**src/rtl/lps_pkg.sv**
```systemverilog
package lps_pkg;
  parameter int ADDR_W = 32;
  parameter int PC_W   = 32;

  typedef logic [ADDR_W-1:0] addr_t;
  typedef logic [PC_W-1:0]   pc_t;

  // one kernel descriptor
  typedef struct packed {
    logic  used;
    logic  rec;
    pc_t   pc;
    addr_t off;
  } kent_t;

  // one prefetch request
  typedef struct packed {
    addr_t addr;
    pc_t   pc;
    logic  rec;
  } preq_t;
endpackage

```
**src/rtl/lps_fifo.sv**
```systemverilog
module lps_fifo #(
  parameter int W     = 8,
  parameter int DEPTH = 4
) (
  input  logic         clk,
  input  logic         rst,
  input  logic         push,
  input  logic [W-1:0] wdata,
  input  logic         pop,
  output logic [W-1:0] rdata,
  output logic         empty,
  output logic         full
);
  localparam int PW = $clog2(DEPTH);
  localparam int CW = $clog2(DEPTH + 1);

  logic [W-1:0]  mem [DEPTH];
  logic [PW-1:0] wp, rp;
  logic [CW-1:0] cnt;
  logic          do_push, do_pop;

  assign empty   = (cnt == '0);
  assign full    = (cnt == CW'(DEPTH));
  assign do_push = push && !full;
  assign do_pop  = pop && !empty;
  assign rdata   = mem[rp];

  // storage without reset so it maps onto RAM
  always_ff @(posedge clk) begin
    if (do_push) mem[wp] <= wdata;
  end

  always_ff @(posedge clk) begin
    if (rst) begin
      wp  <= '0;
      rp  <= '0;
      cnt <= '0;
    end else begin
      if (do_push) wp <= wp + PW'(1);
      if (do_pop)  rp <= rp + PW'(1);
      case ({do_push, do_pop})
        2'b10:   cnt <= cnt + CW'(1);
        2'b01:   cnt <= cnt - CW'(1);
        default: cnt <= cnt;
      endcase
    end
  end

  a_r8_count_bound: assert property (@(posedge clk) disable iff (rst)
    cnt <= CW'(DEPTH));

  a_r10_pop_empty: assert property (@(posedge clk) disable iff (rst)
    (pop && empty && !push) |=> empty);

  a_r9_full_keeps: assert property (@(posedge clk) disable iff (rst)
    (full && push && !pop) |=> (full && wp == $past(wp)));
endmodule

```
**src/rtl/lps_kernel.sv**
```systemverilog
module lps_kernel
  import lps_pkg::*;
#(
  parameter int K = 4,
  localparam int IW = $clog2(K)
) (
  input  logic          clk,
  input  logic          rst,
  input  logic          wr,
  input  logic [IW-1:0] slot,
  input  kent_t         din,
  output kent_t         tbl [K]
);
  always_ff @(posedge clk) begin
    if (rst) begin
      for (int i = 0; i < K; i++) tbl[i].used <= 1'b0;
    end else if (wr) begin
      tbl[slot] <= din;
    end
  end

  a_r2_slot_written: assert property (@(posedge clk) disable iff (rst)
    wr |=> (tbl[$past(slot)] == $past(din)));
endmodule

```
**src/rtl/lps_issue.sv**
```systemverilog
module lps_issue
  import lps_pkg::*;
#(
  parameter int K = 4,
  localparam int IW = $clog2(K)
) (
  input  logic  clk,
  input  logic  rst,
  input  kent_t tbl [K],
  input  logic  base_avail,
  input  addr_t base_head,
  output logic  base_take,
  input  logic  rq_full,
  output logic  rq_push,
  output preq_t rq_data
);
  addr_t         base_q;
  kent_t         snap [K];
  logic [K-1:0]  pend;
  logic [IW-1:0] sel;
  logic          busy;

  assign busy      = |pend;
  assign base_take = !busy && base_avail;
  assign rq_push   = busy && !rq_full;

  // lowest pending slot goes first
  always_comb begin
    sel = '0;
    for (int i = K - 1; i >= 0; i--) begin
      if (pend[i]) sel = IW'(i);
    end
  end

  always_comb begin
    rq_data.addr = base_q + snap[sel].off;
    rq_data.pc   = snap[sel].pc;
    rq_data.rec  = snap[sel].rec;
  end

  always_ff @(posedge clk) begin
    if (rst) begin
      pend   <= '0;
      base_q <= '0;
    end else if (base_take) begin
      base_q <= base_head;
      for (int i = 0; i < K; i++) pend[i] <= tbl[i].used;
    end else if (rq_push) begin
      pend[sel] <= 1'b0;
    end
  end

  // snapshot has no reset: only read while its pend bit is set
  always_ff @(posedge clk) begin
    if (base_take) snap <= tbl;
  end

  a_r4_base_load: assert property (@(posedge clk) disable iff (rst)
    base_take |=> (base_q == $past(base_head)));

  a_r8_stall_hold: assert property (@(posedge clk) disable iff (rst)
    (busy && rq_full) |=> (pend == $past(pend) && base_q == $past(base_q)));

  a_r5_one_per_cycle: assert property (@(posedge clk) disable iff (rst)
    rq_push |=> ($countones(pend) + 1 == $countones($past(pend))));

  a_r12_base_steady: assert property (@(posedge clk) disable iff (rst)
    busy |=> $stable(base_q));
endmodule

```
**src/rtl/lds_prefetch_seq.sv**
```systemverilog
module lds_prefetch_seq
  import lps_pkg::*;
#(
  parameter int KSLOTS     = 4,
  parameter int BASE_DEPTH = 4,
  parameter int REQ_DEPTH  = 4,
  localparam int SLOT_W    = $clog2(KSLOTS)
) (
  input  logic              clk,
  input  logic              rst,
  input  logic              cfg_wr,
  input  logic [SLOT_W-1:0] cfg_slot,
  input  logic              cfg_used,
  input  logic              cfg_rec,
  input  logic [PC_W-1:0]   cfg_pc,
  input  logic [ADDR_W-1:0] cfg_off,
  input  logic              root_wr,
  input  logic [ADDR_W-1:0] root_addr,
  input  logic              ret_valid,
  input  logic [ADDR_W-1:0] ret_ptr,
  output logic              pfq_valid,
  output logic [ADDR_W-1:0] pfq_addr,
  output logic [PC_W-1:0]   pfq_pc,
  output logic              pfq_rec,
  input  logic              pfq_pop
);
  kent_t cfg_ent;
  kent_t tbl [KSLOTS];
  logic  root_ok, ret_ok;
  logic  bf_push, bf_empty, bf_full, bf_take;
  addr_t bf_wdata, bf_head;
  logic  rq_push, rq_empty, rq_full;
  preq_t rq_wdata, rq_head;

  assign cfg_ent = '{used: cfg_used, rec: cfg_rec, pc: cfg_pc, off: cfg_off};

  lps_kernel #(.K(KSLOTS)) u_kernel (
    .clk  (clk),
    .rst  (rst),
    .wr   (cfg_wr),
    .slot (cfg_slot),
    .din  (cfg_ent),
    .tbl  (tbl)
  );

  // root has priority over a returned pointer; NULL never enters
  assign root_ok  = root_wr && (root_addr != '0);
  assign ret_ok   = ret_valid && (ret_ptr != '0);
  assign bf_push  = root_ok || ret_ok;
  assign bf_wdata = root_ok ? root_addr : ret_ptr;

  lps_fifo #(.W(ADDR_W), .DEPTH(BASE_DEPTH)) u_base_buf (
    .clk   (clk),
    .rst   (rst),
    .push  (bf_push),
    .wdata (bf_wdata),
    .pop   (bf_take),
    .rdata (bf_head),
    .empty (bf_empty),
    .full  (bf_full)
  );

  lps_issue #(.K(KSLOTS)) u_issue (
    .clk        (clk),
    .rst        (rst),
    .tbl        (tbl),
    .base_avail (!bf_empty),
    .base_head  (bf_head),
    .base_take  (bf_take),
    .rq_full    (rq_full),
    .rq_push    (rq_push),
    .rq_data    (rq_wdata)
  );

  lps_fifo #(.W($bits(preq_t)), .DEPTH(REQ_DEPTH)) u_req_q (
    .clk   (clk),
    .rst   (rst),
    .push  (rq_push),
    .wdata (rq_wdata),
    .pop   (pfq_pop),
    .rdata (rq_head),
    .empty (rq_empty),
    .full  (rq_full)
  );

  assign pfq_valid = !rq_empty;
  assign pfq_addr  = rq_head.addr;
  assign pfq_pc    = rq_head.pc;
  assign pfq_rec   = rq_head.rec;

  a_r7_null_ignored: assert property (@(posedge clk) disable iff (rst)
    (ret_valid && ret_ptr == '0 && !root_wr && bf_empty) |=> bf_empty);

  a_r3_zero_root_ignored: assert property (@(posedge clk) disable iff (rst)
    (root_wr && root_addr == '0 && !ret_valid && bf_empty) |=> bf_empty);

  a_r9_full_drop: assert property (@(posedge clk) disable iff (rst)
    (bf_full && bf_push && !bf_take) |=> bf_full);

  a_r10_head_kept: assert property (@(posedge clk) disable iff (rst)
    (pfq_valid && !pfq_pop) |=> (pfq_valid && pfq_addr == $past(pfq_addr)));
endmodule

```
**config.mk**
```make
export PLATFORM = sky130hd
export DESIGN_NAME = lds_prefetch_seq
export DESIGN_NICKNAME = d
export VERILOG_FILES = /design/src/rtl/lps_pkg.sv /design/src/rtl/lps_fifo.sv /design/src/rtl/lps_kernel.sv /design/src/rtl/lps_issue.sv /design/src/rtl/lds_prefetch_seq.sv
export SDC_FILE = /design/constraint.sdc
export NUM_CORES = 1
export LEC_CHECK = 0
export ABC_AREA = 1
export BUFFER_PORTS_ARGS = -buffer_cell sky130_fd_sc_hd__clkbuf_2
export CAP_MARGIN = 20
export CORE_MARGIN = 1
export CORE_UTILIZATION = 54
export DETAILED_ROUTE_END_ITERATION = 6
export PLACE_DENSITY = 0.73
export REMOVE_ABC_BUFFERS = 1
export SYNTH_ARGS = -nofsm -noshare
export SYNTH_HDL_FRONTEND = slang
export SYNTH_HIERARCHICAL = 1
export SYNTH_SLANG_ARGS = --single-unit
```
**constraint.sdc**
```tcl
create_clock -name clk -period 4.7 [get_ports clk]
set_input_delay 0.235 -clock clk [delete_from_list [all_inputs] [get_ports clk]]
set_output_delay 0.235 -clock clk [all_outputs]
set_load 0.01 [all_outputs]
```
==> results.cfg <==
[placement]
portBuffers = 203
pre_cts_ws_ns = 0.9502
dp_hpwl_microns = 52710
place_inst = 3875
place_congestion = 0.9537

[floorplan]
core_area_sq_um = 68950
initial_core_util_pct = 54.78
dieArea_sq_um = 71010
die_w_microns = 266.5
row_count = 96
ioPinCount = 204
die_h_microns = 266.5

[global_route]
antenna_found_initial = 4
gr-usage-all-layers_pct = 24.59
grt.met2_usage_pct = 41.40
met1_usage_pct = 32.81
busiest_layer = met2
grt_first_pass_wirelength_microns = 131800
grt_max_degree = 154
grt_pass1_vias = 23130
use_met3_pct = 3.663
grt-ovfl-total = 0

[clock_tree]
ctsHtreeMaxLevel = 3
post_cts.repair.setup_buffers = 0
cts.sinks = 966
cts_tree = done
clockBufferDepth = 3
numCtsBuffers = 93
cts_resized = 0
cts_hold_buf = 99
clock_latency_ns = 0.65
clk_root_buffer_cell = clkbuf_16
clkTransAtPathRegs_ns = 0.06

[drt]
first_iter_violations = 2433
dr.pass1.iters = 7
drc = 5
ant_nets = 0
wl_per_cell_microns = 21.14
routed_wl_microns = 87810
via_per_inst = 5.646
vias = 23460

[setup_path]
start_kind = register
crit_path_end_kind = register
crit_type = register to register
cp_data_arrival_time_ns = 4.20
crit_required_ns = 5.08
critPathMaxFanout = 32

[finish]
final_nets = 3325
drive_above_1_share_pct = 14.42
instances_no_fill = 4154
area_growth_pct = 15.63

[timing]
max_freq_mhz = 262.0
post-route-period-util_pct = 81.21
finalHoldViolCount = 0
slew_violations = 0
fin_crit_ns = 3.817
finalSetupViolCount = 0
worst_slack_ns = 0.8831
worst_pin_slew_ns = 1.173
skew_ns = 0.02528
slew_headroom_pct = 21.80
rsz0062_at_grt = no

[flow_run]
max-cap-violations = 0

[logic_synthesis]
synth_area_per_cell_sq_um = 13.36
syn_area_sq_um = 37770
yosys_warnings = 6
synthCells = 2827

[min_path]
hp-class = primary input to register

[outcome]
violations = design-rule violations
outcome = complete, but fails checks

[pwr]
p_leak_nw = 15.99
power_density_nw_per_um2 = 649.8
power.ir.vdd_worst_uv = 589.8
total_power_mw = 28.38
==> metal layers <==
layer	share of wire (%)	vias to the layer above
met4	2.8	0
met2	49	1023
met1	41	11480
met5	0	-
met3	7.7	170
li1	-	10780
==> area by class of cell <==
| class | instances | area [sq um] |
|---|---|---|
| multi-input combinational | 1561 | 7964 |
| tap | 931 | 1165 |
| sequential | 966 | 28430 |
| clock buffer | 116 | 2506 |
| antenna | 5 | 12.51 |
| timing repair buffer | 340 | 2350 |
| inverter | 178 | 693.2 |
| clock inverter | 57 | 549.3 |
| fill | 4936 | 25270 |
==> through the flow <==
stage / area, sq um / TNS, ns / utilization, % / hold slack, ns
floorplan: 36980 / -781.18 / - / 0.3041
global placement: 39570 / 0 / 57.39 / 0.4001
detailed placement: 39570 / 0 / 57.39 / 0.4045
CTS: 43610 / 0 / 63.26 / 0.00008671
global route: 43670 / 0 / 63.34 / 0.01212
finish: 43670 / 0 / 63.34 / 0.01230
==> state kept, by name, summed over array words and instances (netlist names), named ones only <==
| name | flops |
|---|---|
| u_issue/base_q | 32 |
| u_issue/pend | 4 |
| u_kernel/tbl | 264 |
| u_req_q/rp | 2 |
| u_base_buf/mem | 128 |
| u_base_buf/cnt | 3 |
| u_req_q/cnt | 3 |
| u_base_buf/wp | 2 |
| u_issue/snap | 260 |
| u_req_q/mem | 260 |
| u_base_buf/rp | 2 |
| u_req_q/wp | 2 |
==> power breakdown <==
part | switching, mW | internal (mW)
combinational | 5.82 | 2.17
sequential | 0.642 | 12.4
clock | 3.10 | 4.24
total | 9.57 | 18.8
==> worst max-delay path, cell delays in order (launching register included) <==
cell     delay, ns
dfxtp_1       0.34
nor2_4        0.59
o21ai_4       0.31
buf_4         0.37
a31oi_1       0.41
ha_1          0.32
nand2_1       0.16
nor2_1        0.36
nand2_1       0.16
nor4_1        0.23
nand2_1       0.11
nand3_1       0.08
nand2_1       0.09
==> cell usage in the layout (no fill, tap or decap), types with 6 or more instances in the layout <==
| cell | n |
|---|---|
| clkbuf_2 | 203 |
| edfxtp_1 | 908 |
| nand3_1 | 143 |
| nand2_1 | 487 |
| clkbuf_1 | 16 |
| clkinv_1 | 20 |
| o21ai_1 | 77 |
| buf_4 | 34 |
| a31oi_1 | 30 |
| nand2_2 | 8 |
| o22ai_1 | 107 |
| inv_1 | 170 |
| nor2_4 | 30 |
| clkbuf_16 | 95 |
| xor2_1 | 15 |
| o21ai_0 | 152 |
| nor2_1 | 308 |
| a21oi_1 | 63 |
| dfxtp_1 | 55 |
| nor3_1 | 6 |
| o211ai_1 | 33 |
| bufinv_16 | 8 |
| clkinv_2 | 19 |
| o22ai_2 | 20 |
| ha_1 | 44 |
| dlygate4sd3_1 | 99 |
| nor2_2 | 7 |
==> worst paths after layout <==
| path | from | to | slack, ns | depth (start not counted) |
|---|---|---|---|---|
| hold / removal | ret_ptr[31] | u_base_buf/mem[3][31]$_DFFE_PP_ | 0.01 | 3 |
| hold reg to reg | u_kernel/tbl[214]$_DFFE_PP_ | u_issue/snap[214]$_DFFE_PP_ | 0.41 | 0 |
| setup reg to reg | u_issue/pend[0]$_SDFFE_PP0P_ | u_req_q/mem[3][63]$_DFFE_PP_ | 0.88 | 12 |
| setup / recovery | u_issue/pend[0]$_SDFFE_PP0P_ | u_req_q/mem[3][63]$_DFFE_PP_ | 0.88 | 12 |
Power figures use the tool's default switching activity.
